$ cat config.mk
export PLATFORM = sky130hd
export DESIGN_NAME = spi_burst_engine
export DESIGN_NICKNAME = d
export VERILOG_FILES = /design/src/rtl/spi_eng_pkg.sv /design/src/rtl/spi_eng_ctl.sv /design/src/rtl/spi_eng_core.sv /design/src/rtl/spi_eng_cs.sv /design/src/rtl/spi_burst_engine.sv
export SDC_FILE = /design/constraint.sdc
export NUM_CORES = 1
export LEC_CHECK = 0
export BUFFER_PORTS_ARGS = -buffer_cell sky130_fd_sc_hd__buf_2
export CAP_MARGIN = 5
export CORE_MARGIN = 4
export CORE_UTILIZATION = 50
export CTS_CLUSTER_SIZE = 12
export DETAILED_ROUTE_END_ITERATION = 16
export GPL_ROUTABILITY_DRIVEN = 0
export PLACE_DENSITY = 0.83
export SETUP_SLACK_MARGIN = 0.1
export SYNTH_ARGS = -nofsm -noshare
export SYNTH_HDL_FRONTEND = slang
export SYNTH_SLANG_ARGS = --single-unit
$ cat constraint.sdc
create_clock -name clk -period 2.7 [get_ports clk]
set_clock_uncertainty 0.2 [all_clocks]
set_input_delay 0.405 -clock clk [delete_from_list [all_inputs] [get_ports clk]]
set_output_delay 0.405 -clock clk [all_outputs]
set_load 0.01 [all_outputs]
$ cat src/rtl/spi_eng_pkg.sv
// Package: shared control-bit positions and engine state encoding.
// Assumes: the control register is 18 bits wide; software depends on the
// bit positions listed here, so they are fixed.
package spi_eng_pkg;
    localparam int CTL_W    = 18;
    localparam int CB_EN    = 0;
    localparam int CB_MST   = 1;
    localparam int CB_CPHA  = 2;
    localparam int CB_CPOL  = 3;
    localparam int CB_ACTLO = 4;
    localparam int CB_LSB   = 6;
    localparam int CB_GO    = 10;
    localparam int CB_SEL   = 12;
    localparam int CB_DROP  = 15;
    localparam int CB_MAN   = 16;
    localparam int CB_LVL   = 17;

    typedef enum logic [1:0] {
        ST_IDLE  = 2'd0,
        ST_LOAD  = 2'd1,
        ST_SHIFT = 2'd2,
        ST_DONE  = 2'd3
    } eng_state_t;
endpackage

$ cat src/rtl/spi_eng_ctl.sv
// Control register. A write loads every bit. At the end of a burst the
// start bit is cleared, unless a write lands in the same cycle; the write wins.
// Assumes: xfer_done is a single-cycle pulse from the engine.
module spi_eng_ctl
    import spi_eng_pkg::*;
(
    input  logic             clk,
    input  logic             rst_n,
    input  logic             wr_en,
    input  logic [CTL_W-1:0] wr_data,
    input  logic             xfer_done,
    output logic [CTL_W-1:0] ctl_q
);
    // Hold the control bits; clear the start bit when the burst finishes.
    always_ff @(posedge clk) begin
        if (!rst_n)         ctl_q <= '0;
        else if (wr_en)     ctl_q <= wr_data;
        else if (xfer_done) ctl_q[CB_GO] <= 1'b0;
    end

    // the start bit is cleared after completion.
    a_r7_start_clears: assert property (@(posedge clk) disable iff (!rst_n)
        (xfer_done && !wr_en) |=> !ctl_q[CB_GO]);
endmodule

$ cat src/rtl/spi_eng_core.sv
// Burst shifter. It latches the burst and transmit counts, loads one word
// at a time (from the FIFO, or zero once the transmit count is used up),
// and spends two ticks on each bit. It samples MISO into the receive word
// and pushes each finished word unless discard is set.
// Assumes: tick is a one-cycle pulse; tx_data is valid while tx_empty is low.
module spi_eng_core
    import spi_eng_pkg::*;
#(
    parameter int CNT_W  = 24,
    parameter int WORD_W = 8
) (
    input  logic              clk,
    input  logic              rst_n,
    input  logic              go,
    input  logic              cpha,
    input  logic              cpol,
    input  logic              lsb_first,
    input  logic              drop_rx,
    input  logic [CNT_W-1:0]  burst_len,
    input  logic [CNT_W-1:0]  tx_len,
    input  logic              tick,
    input  logic              tx_empty,
    input  logic [WORD_W-1:0] tx_data,
    output logic              tx_pop,
    output logic              rx_push,
    output logic [WORD_W-1:0] rx_data,
    output logic              sclk,
    output logic              mosi,
    input  logic              miso,
    output logic              busy,
    output logic              done
);
    localparam int BIT_W = $clog2(WORD_W);
    localparam logic [BIT_W-1:0] LAST_BIT = BIT_W'(WORD_W - 1);

    eng_state_t        state;
    logic [CNT_W-1:0]  rem_burst, rem_tx;
    logic [WORD_W-1:0] sreg, rxb, rx_upd, rx_data_q, tx_word;
    logic [BIT_W-1:0]  bitcnt, cur_idx, nxt_idx, first_idx;
    logic              half, mosi_q, rx_push_q, need_tx, stall;

    function automatic logic [BIT_W-1:0] pick(input logic [BIT_W-1:0] n,
                                              input logic lsb);
        return lsb ? n : (LAST_BIT - n);
    endfunction

    // Word source, bit positions and the receive word with the bit being sampled.
    always_comb begin
        need_tx   = (rem_tx != '0);
        stall     = need_tx && tx_empty;
        tx_word   = need_tx ? tx_data : '0;
        cur_idx   = pick(bitcnt, lsb_first);
        nxt_idx   = pick(bitcnt + 1'b1, lsb_first);
        first_idx = pick('0, lsb_first);
        rx_upd    = rxb;
        rx_upd[cur_idx] = miso;
    end

    // Burst sequencing and bit shifting.
    always_ff @(posedge clk) begin
        if (!rst_n) begin
            state     <= ST_IDLE;
            rem_burst <= '0;
            rem_tx    <= '0;
            sreg      <= '0;
            rxb       <= '0;
            rx_data_q <= '0;
            bitcnt    <= '0;
            half      <= 1'b0;
            mosi_q    <= 1'b0;
            rx_push_q <= 1'b0;
        end else begin
            rx_push_q <= 1'b0;
            case (state)
                ST_IDLE: if (go) begin
                    rem_burst <= burst_len;
                    rem_tx    <= tx_len;
                    state     <= ST_LOAD;
                end
                ST_LOAD: begin
                    if (rem_burst == '0) begin
                        state <= ST_DONE;
                    end else if (!stall) begin
                        sreg   <= tx_word;
                        rxb    <= '0;
                        bitcnt <= '0;
                        half   <= 1'b0;
                        mosi_q <= tx_word[first_idx];
                        if (need_tx) rem_tx <= rem_tx - 1'b1;
                        state  <= ST_SHIFT;
                    end
                end
                ST_SHIFT: if (tick) begin
                    if (!half) begin
                        half <= 1'b1;
                        if (!cpha) rxb    <= rx_upd;
                        else       mosi_q <= sreg[cur_idx];
                    end else begin
                        half <= 1'b0;
                        if (cpha) rxb <= rx_upd;
                        if (bitcnt == LAST_BIT) begin
                            rx_push_q <= !drop_rx;
                            rx_data_q <= cpha ? rx_upd : rxb;
                            rem_burst <= rem_burst - 1'b1;
                            state     <= ST_LOAD;
                        end else begin
                            bitcnt <= bitcnt + 1'b1;
                            if (!cpha) mosi_q <= sreg[nxt_idx];
                        end
                    end
                end
                ST_DONE: state <= ST_IDLE;
                default: state <= ST_IDLE;
            endcase
        end
    end

    assign tx_pop  = (state == ST_LOAD) && (rem_burst != '0) && need_tx && !tx_empty;
    assign rx_push = rx_push_q;
    assign rx_data = rx_data_q;
    assign sclk    = cpol ^ half;
    assign mosi    = mosi_q;
    assign busy    = (state != ST_IDLE);
    assign done    = (state == ST_DONE);

    // completion is a single-cycle pulse.
    a_r7_done_pulse: assert property (@(posedge clk) disable iff (!rst_n)
        done |=> !done);
    // while waiting to load a word, SCLK rests at idle.
    a_r10_stall_idle: assert property (@(posedge clk) disable iff (!rst_n)
        (state == ST_LOAD) |-> (sclk == cpol));
    // no push follows a cycle with discard set.
    a_r4_no_push_when_dropped: assert property (@(posedge clk) disable iff (!rst_n)
        rx_push |-> !$past(drop_rx));
    // the FIFO is never popped while empty.
    a_r3_pop_nonempty: assert property (@(posedge clk) disable iff (!rst_n)
        tx_pop |-> !tx_empty);
    // no FIFO traffic from an idle engine.
    a_r11_idle_quiet: assert property (@(posedge clk) disable iff (!rst_n)
        (state == ST_IDLE) |-> (!tx_pop && !rx_push));
endmodule

$ cat src/rtl/spi_eng_cs.sv
// Chip-select drive. Each line rests at the idle level, which equals the
// active-low bit. The selected line is asserted while a burst runs
// (automatic mode) or copies the manual level bit (manual mode).
// Assumes: sel < N_CS.
module spi_eng_cs #(
    parameter int N_CS  = 4,
    localparam int SEL_W = $clog2(N_CS)
) (
    input  logic             clk,
    input  logic             rst_n,
    input  logic             act_lo,
    input  logic             manual,
    input  logic             man_lvl,
    input  logic [SEL_W-1:0] sel,
    input  logic             busy,
    output logic [N_CS-1:0]  cs_o
);
    logic sel_lvl;

    // Level driven onto the selected line.
    always_comb sel_lvl = manual ? man_lvl : (busy ? ~act_lo : act_lo);

    for (genvar i = 0; i < N_CS; i++) begin : g_line
        assign cs_o[i] = (sel == SEL_W'(i)) ? sel_lvl : act_lo;
    end

    // at most one line is away from the idle level.
    a_r8_single_line: assert property (@(posedge clk) disable iff (!rst_n)
        $countones(cs_o ^ {N_CS{act_lo}}) <= 1);
    // an automatic burst always asserts one line.
    a_r8_busy_asserts: assert property (@(posedge clk) disable iff (!rst_n)
        (!manual && busy) |-> (cs_o != {N_CS{act_lo}}));
endmodule

$ cat src/rtl/spi_burst_engine.sv
// Top: control register, burst shifter and chip-select drive.
// Assumes: external FIFOs and an external tick generator.
module spi_burst_engine
    import spi_eng_pkg::*;
#(
    parameter int CNT_W  = 24,
    parameter int WORD_W = 8,
    parameter int N_CS   = 4
) (
    input  logic              clk,
    input  logic              rst_n,
    input  logic              ctl_we,
    input  logic [CTL_W-1:0]  ctl_wdata,
    output logic [CTL_W-1:0]  ctl_q,
    input  logic [CNT_W-1:0]  burst_len,
    input  logic [CNT_W-1:0]  tx_len,
    input  logic              tick,
    input  logic              tx_empty,
    input  logic [WORD_W-1:0] tx_data,
    output logic              tx_pop,
    output logic              rx_push,
    output logic [WORD_W-1:0] rx_data,
    output logic              sclk,
    output logic              mosi,
    input  logic              miso,
    output logic [N_CS-1:0]   cs_o,
    output logic              done
);
    localparam int SEL_W = $clog2(N_CS);

    logic go, busy;

    spi_eng_ctl u_ctl (
        .clk(clk), .rst_n(rst_n), .wr_en(ctl_we), .wr_data(ctl_wdata),
        .xfer_done(done), .ctl_q(ctl_q)
    );

    // A burst launches only when enabled and in master mode.
    always_comb go = ctl_q[CB_GO] && ctl_q[CB_EN] && ctl_q[CB_MST];

    spi_eng_core #(.CNT_W(CNT_W), .WORD_W(WORD_W)) u_core (
        .clk(clk), .rst_n(rst_n), .go(go),
        .cpha(ctl_q[CB_CPHA]), .cpol(ctl_q[CB_CPOL]),
        .lsb_first(ctl_q[CB_LSB]), .drop_rx(ctl_q[CB_DROP]),
        .burst_len(burst_len), .tx_len(tx_len), .tick(tick),
        .tx_empty(tx_empty), .tx_data(tx_data), .tx_pop(tx_pop),
        .rx_push(rx_push), .rx_data(rx_data), .sclk(sclk), .mosi(mosi),
        .miso(miso), .busy(busy), .done(done)
    );

    spi_eng_cs #(.N_CS(N_CS)) u_cs (
        .clk(clk), .rst_n(rst_n), .act_lo(ctl_q[CB_ACTLO]),
        .manual(ctl_q[CB_MAN]), .man_lvl(ctl_q[CB_LVL]),
        .sel(ctl_q[CB_SEL +: SEL_W]), .busy(busy), .cs_o(cs_o)
    );
endmodule

==> impl_metrics.csv <==
group,metric,value,unit
timing,max_freq,392,MHz
floorplanning,die-area,0.0136,sq mm
worst_setup_path,crit_buf_inv,1,
yosys,async_reset_ff_frac,0,
flow_run,drv_cap,0,
drt,antenna_left,0,
timing,whs,77.1,ps
worst_setup_path,crit_required,2100,ps
global_routing,grt_max_degree,60,
cells_and_area,final_nets,956,
worst_setup_path,cp_slowest_cell,"or4_4",
global_routing,grt_pass1_vias,5490,
timing,rsz0062_at_grt,"yes",
clock_tree,root_buffer,"clkbuf_16",
status,status,"complete, no violations",
cells_and_area,regArea,0.00197,sq mm
worst_setup_path,r2r_start,"u_core.rem_burst[5]",
worst_setup_path,r2r-end,"u_core.rem_tx[1]",
clock_tree,cts_tree,"yes",
worst_setup_path,worst_path_dominant_cell_family,"simple AND/OR/NAND/NOR gates",
pwr,ir_worst_vdd,0.672,mV
worst_setup_path,cp-end-kind,"primary output",
pwr,p_per_area,901,mW/mm^2
worst_setup_path,r2r_cells,8,
worst_setup_path,cpPeakStageDelay,560,ps
timing,drv_slew,0,
clock_tree,clockBufferDepth,2,
floorplanning,start_util,0.514,
drt,via_per_inst,6.05,
cells_and_area,diodes,0,
yosys,synth_warnings,0,
drt,wl_per_cell,16.2,um
min_path,hold_end,"u_ctl.ctl_q[10]",
worst_setup_path,r2r_slack,210,ps
timing,hold_viol,0,
floorplanning,ioPinCount,115,
timing,relSlewSlack,0.558,
yosys,synth_edf_count,0,
clock_tree,path_clk_slew,70,ps
cells_and_area,multiInputGateArea,0.00371,sq mm
placed_design,place_hpwl,11200,um
global_routing,grt_pass1_wl,25600,um
worst_setup_path,cp_max_fo,6,
pwr,p_leak,3.11,nW
timing,post-route-period-util,0.945,
clock_tree,cts_sinks,98,
yosys,avgSynthCellArea,7.69,sq um
yosys,synth_top_flop_cell,"dfxtp_1",
placed_design,post_dp_cell_area,0.00663,sq mm
drt,dr.pass1.iters,5,
worst_setup_path,cp-start-kind,"flip-flop",
yosys,synth-seq-cells,98,
min_path,min_path_cells,3,
yosys,yosysSeqAreaShare,0.331,
floorplanning,die_x,117,um
drt,drc_errors,0,
drt,vias,6142,
worst_setup_path,crit_type,"flip-flop to primary output",
cells_and_area,area_growth,20.9,%
cells_and_area,final_cell_mix,"114 x buf_2, 94 x dfxtp_1, 91 x nand2_1",
timing,fin_setup_tns,0,ps
global_routing,grt.total_usage,0.232,
worst_setup_path,crit_top_cell,"nor3_4",
global_routing,overflow,0,
yosys,netlist_area,0.00592,sq mm
placed_design,port_buffers,114,
floorplanning,num_rows,39,
clock_tree,cts_buffers,9,
worst_setup_path,critPathArrivalTime,1950,ps
drt,drt_iter0_markers,549,
yosys,synthCells,770,
yosys,syn_nets,859,
floorplanning,core,0.0115,sq mm
clock_tree,h-tree-depth,3,
cells_and_area,drive_gt1_frac,0.229,
min_path,hold_start,"ctl_wdata[10]",
clock_tree,clkLatencyLatePin,360,ps
drt,routed_wl,16400,um
min_path,min-delay-path-class,"primary input to flip-flop",
timing,fin_crit,2550,ps
yosys,ys_types,67,
timing,tightest_slew,664,ps
global_routing,antenna_found_initial,0,
cells_and_area,final_common_cell,"buf_2",
worst_setup_path,path_cells,"or4_4 -> nor3_4 -> and3_4 -> nor3_4 -> buf_2",
cells_and_area,fill_cells,985,
timing,setup_viol_count_final,0,
cells_and_area,fin_area,0.00716,sq mm
floorplanning,die-height,117,um
[cells by family after synthesis]
group	synth area share
AO/OA/AOI/OAI	0.287
XOR/XNOR	0.00296
buffers and inverters	0.0615
adder cells (fa/ha/maj)	0.0190
multiplexers	0.0473
AND/OR/NAND/NOR	0.251
flip-flops	0.331
[layout make-up]
cell class / instances / area share
repair buffers: 150 / 0.123
clock inverters: 5 / 0.0140
well taps: 143 / 0.0250
clock buffers: 11 / 0.0353
multi-input cells: 589 / 0.518
inverters: 19 / 0.00996
flip-flops and latches: 98 / 0.275
[what timing repair did]
action | 4_1_cts | 5_1_grt
buffers inserted | 0 | 5
gates cloned | 0 | 1
pin swaps | 1 | 7
hold buffers | 0 | 0
setup endpoints to repair | 3 | 46
gates resized for setup | 6 | 19
[where the power goes]
group          leakage, nW  internal, mW  switching [mW]
Combinational         2.14          1.24            1.87
Clock                0.176         0.953           0.571
Sequential           0.798          1.63           0.180
[how the worst max path moves through the flow]
| stage | start | endpoint | slack (ps) | cells after the start |
|---|---|---|---|---|
| 3_5_place_dp | u_core.rem_tx[0] | tx_pop | 30 | 7 |
| 3_3_place_gp | u_core.rem_tx[0] | tx_pop | 70 | 7 |
| 4_1_cts | u_core.rem_tx[16] | tx_pop | 30 | 5 |
| 5_1_grt | u_core.state[1] | u_core.mosi | 70 | 8 |
| 2_1_floorplan | u_core.rem_burst[0] | tx_pop | 320 | 6 |
| 6_report | u_core.rem_tx[16] | tx_pop | 150 | 5 |
[worst min-delay path, cell delays in order]
cell and delay [ps]:
buf_2 70, a21oi_1 50, nor2_1 70
[sequential cells by signal, summed over array words and instances (netlist names)]
register and flops:
u_core.rem_tx 24, u_core.state 2, u_core.sreg 8, u_core.rxb 8, u_core.rem_burst 24, u_core.mosi 1, u_core.rx_push 1, u_core.rx_data 8
u_core.bitcnt 3, u_ctl.ctl_q 18, u_core.half 1
[synthesized netlist by cell type, types with 17 or more instances]
cell type / count / area, sq um
o21ai_0: 30 / 150
mux2i_1: 28 / 280
nand2_1: 91 / 342
dfxtp_1: 98 / 1960
nor2_1: 84 / 315
nor3_1: 19 / 95.1
o22ai_1: 20 / 125
a21oi_1: 65 / 325
nand3_1: 18 / 90.1
clkbuf_1: 49 / 184
o32ai_1: 17 / 149
[through the flow]
step | std cells | setup slack [ps] | utilization | power [mW]
final | 1015 | 149 | 0.622 | 6.45
after detailed placement | 993 | 33.7 | 0.576 | 4.57
after CTS | 1009 | 31.6 | 0.609 | 6.17
after floorplan | 770 | 315 | - | 3.83
after global placement | 993 | 68.5 | 0.576 | 4.53
after global routing | 1015 | 73.1 | 0.622 | 6.89
[metal layers]
metal | part of all wire | vias to the layer above | global-route usage | routed length (um)
met5 | 0 | - | 0 | 0
met4 | 0.017 | 0 | 0.0780 | 276
met3 | 0.074 | 24 | 0.0607 | 1220
met2 | 0.47 | 241 | 0.366 | 7700
met1 | 0.44 | 2842 | 0.310 | 7220
li1 | - | 3035 | - | -
No activity file was read; power rests on OpenSTA's default activity.
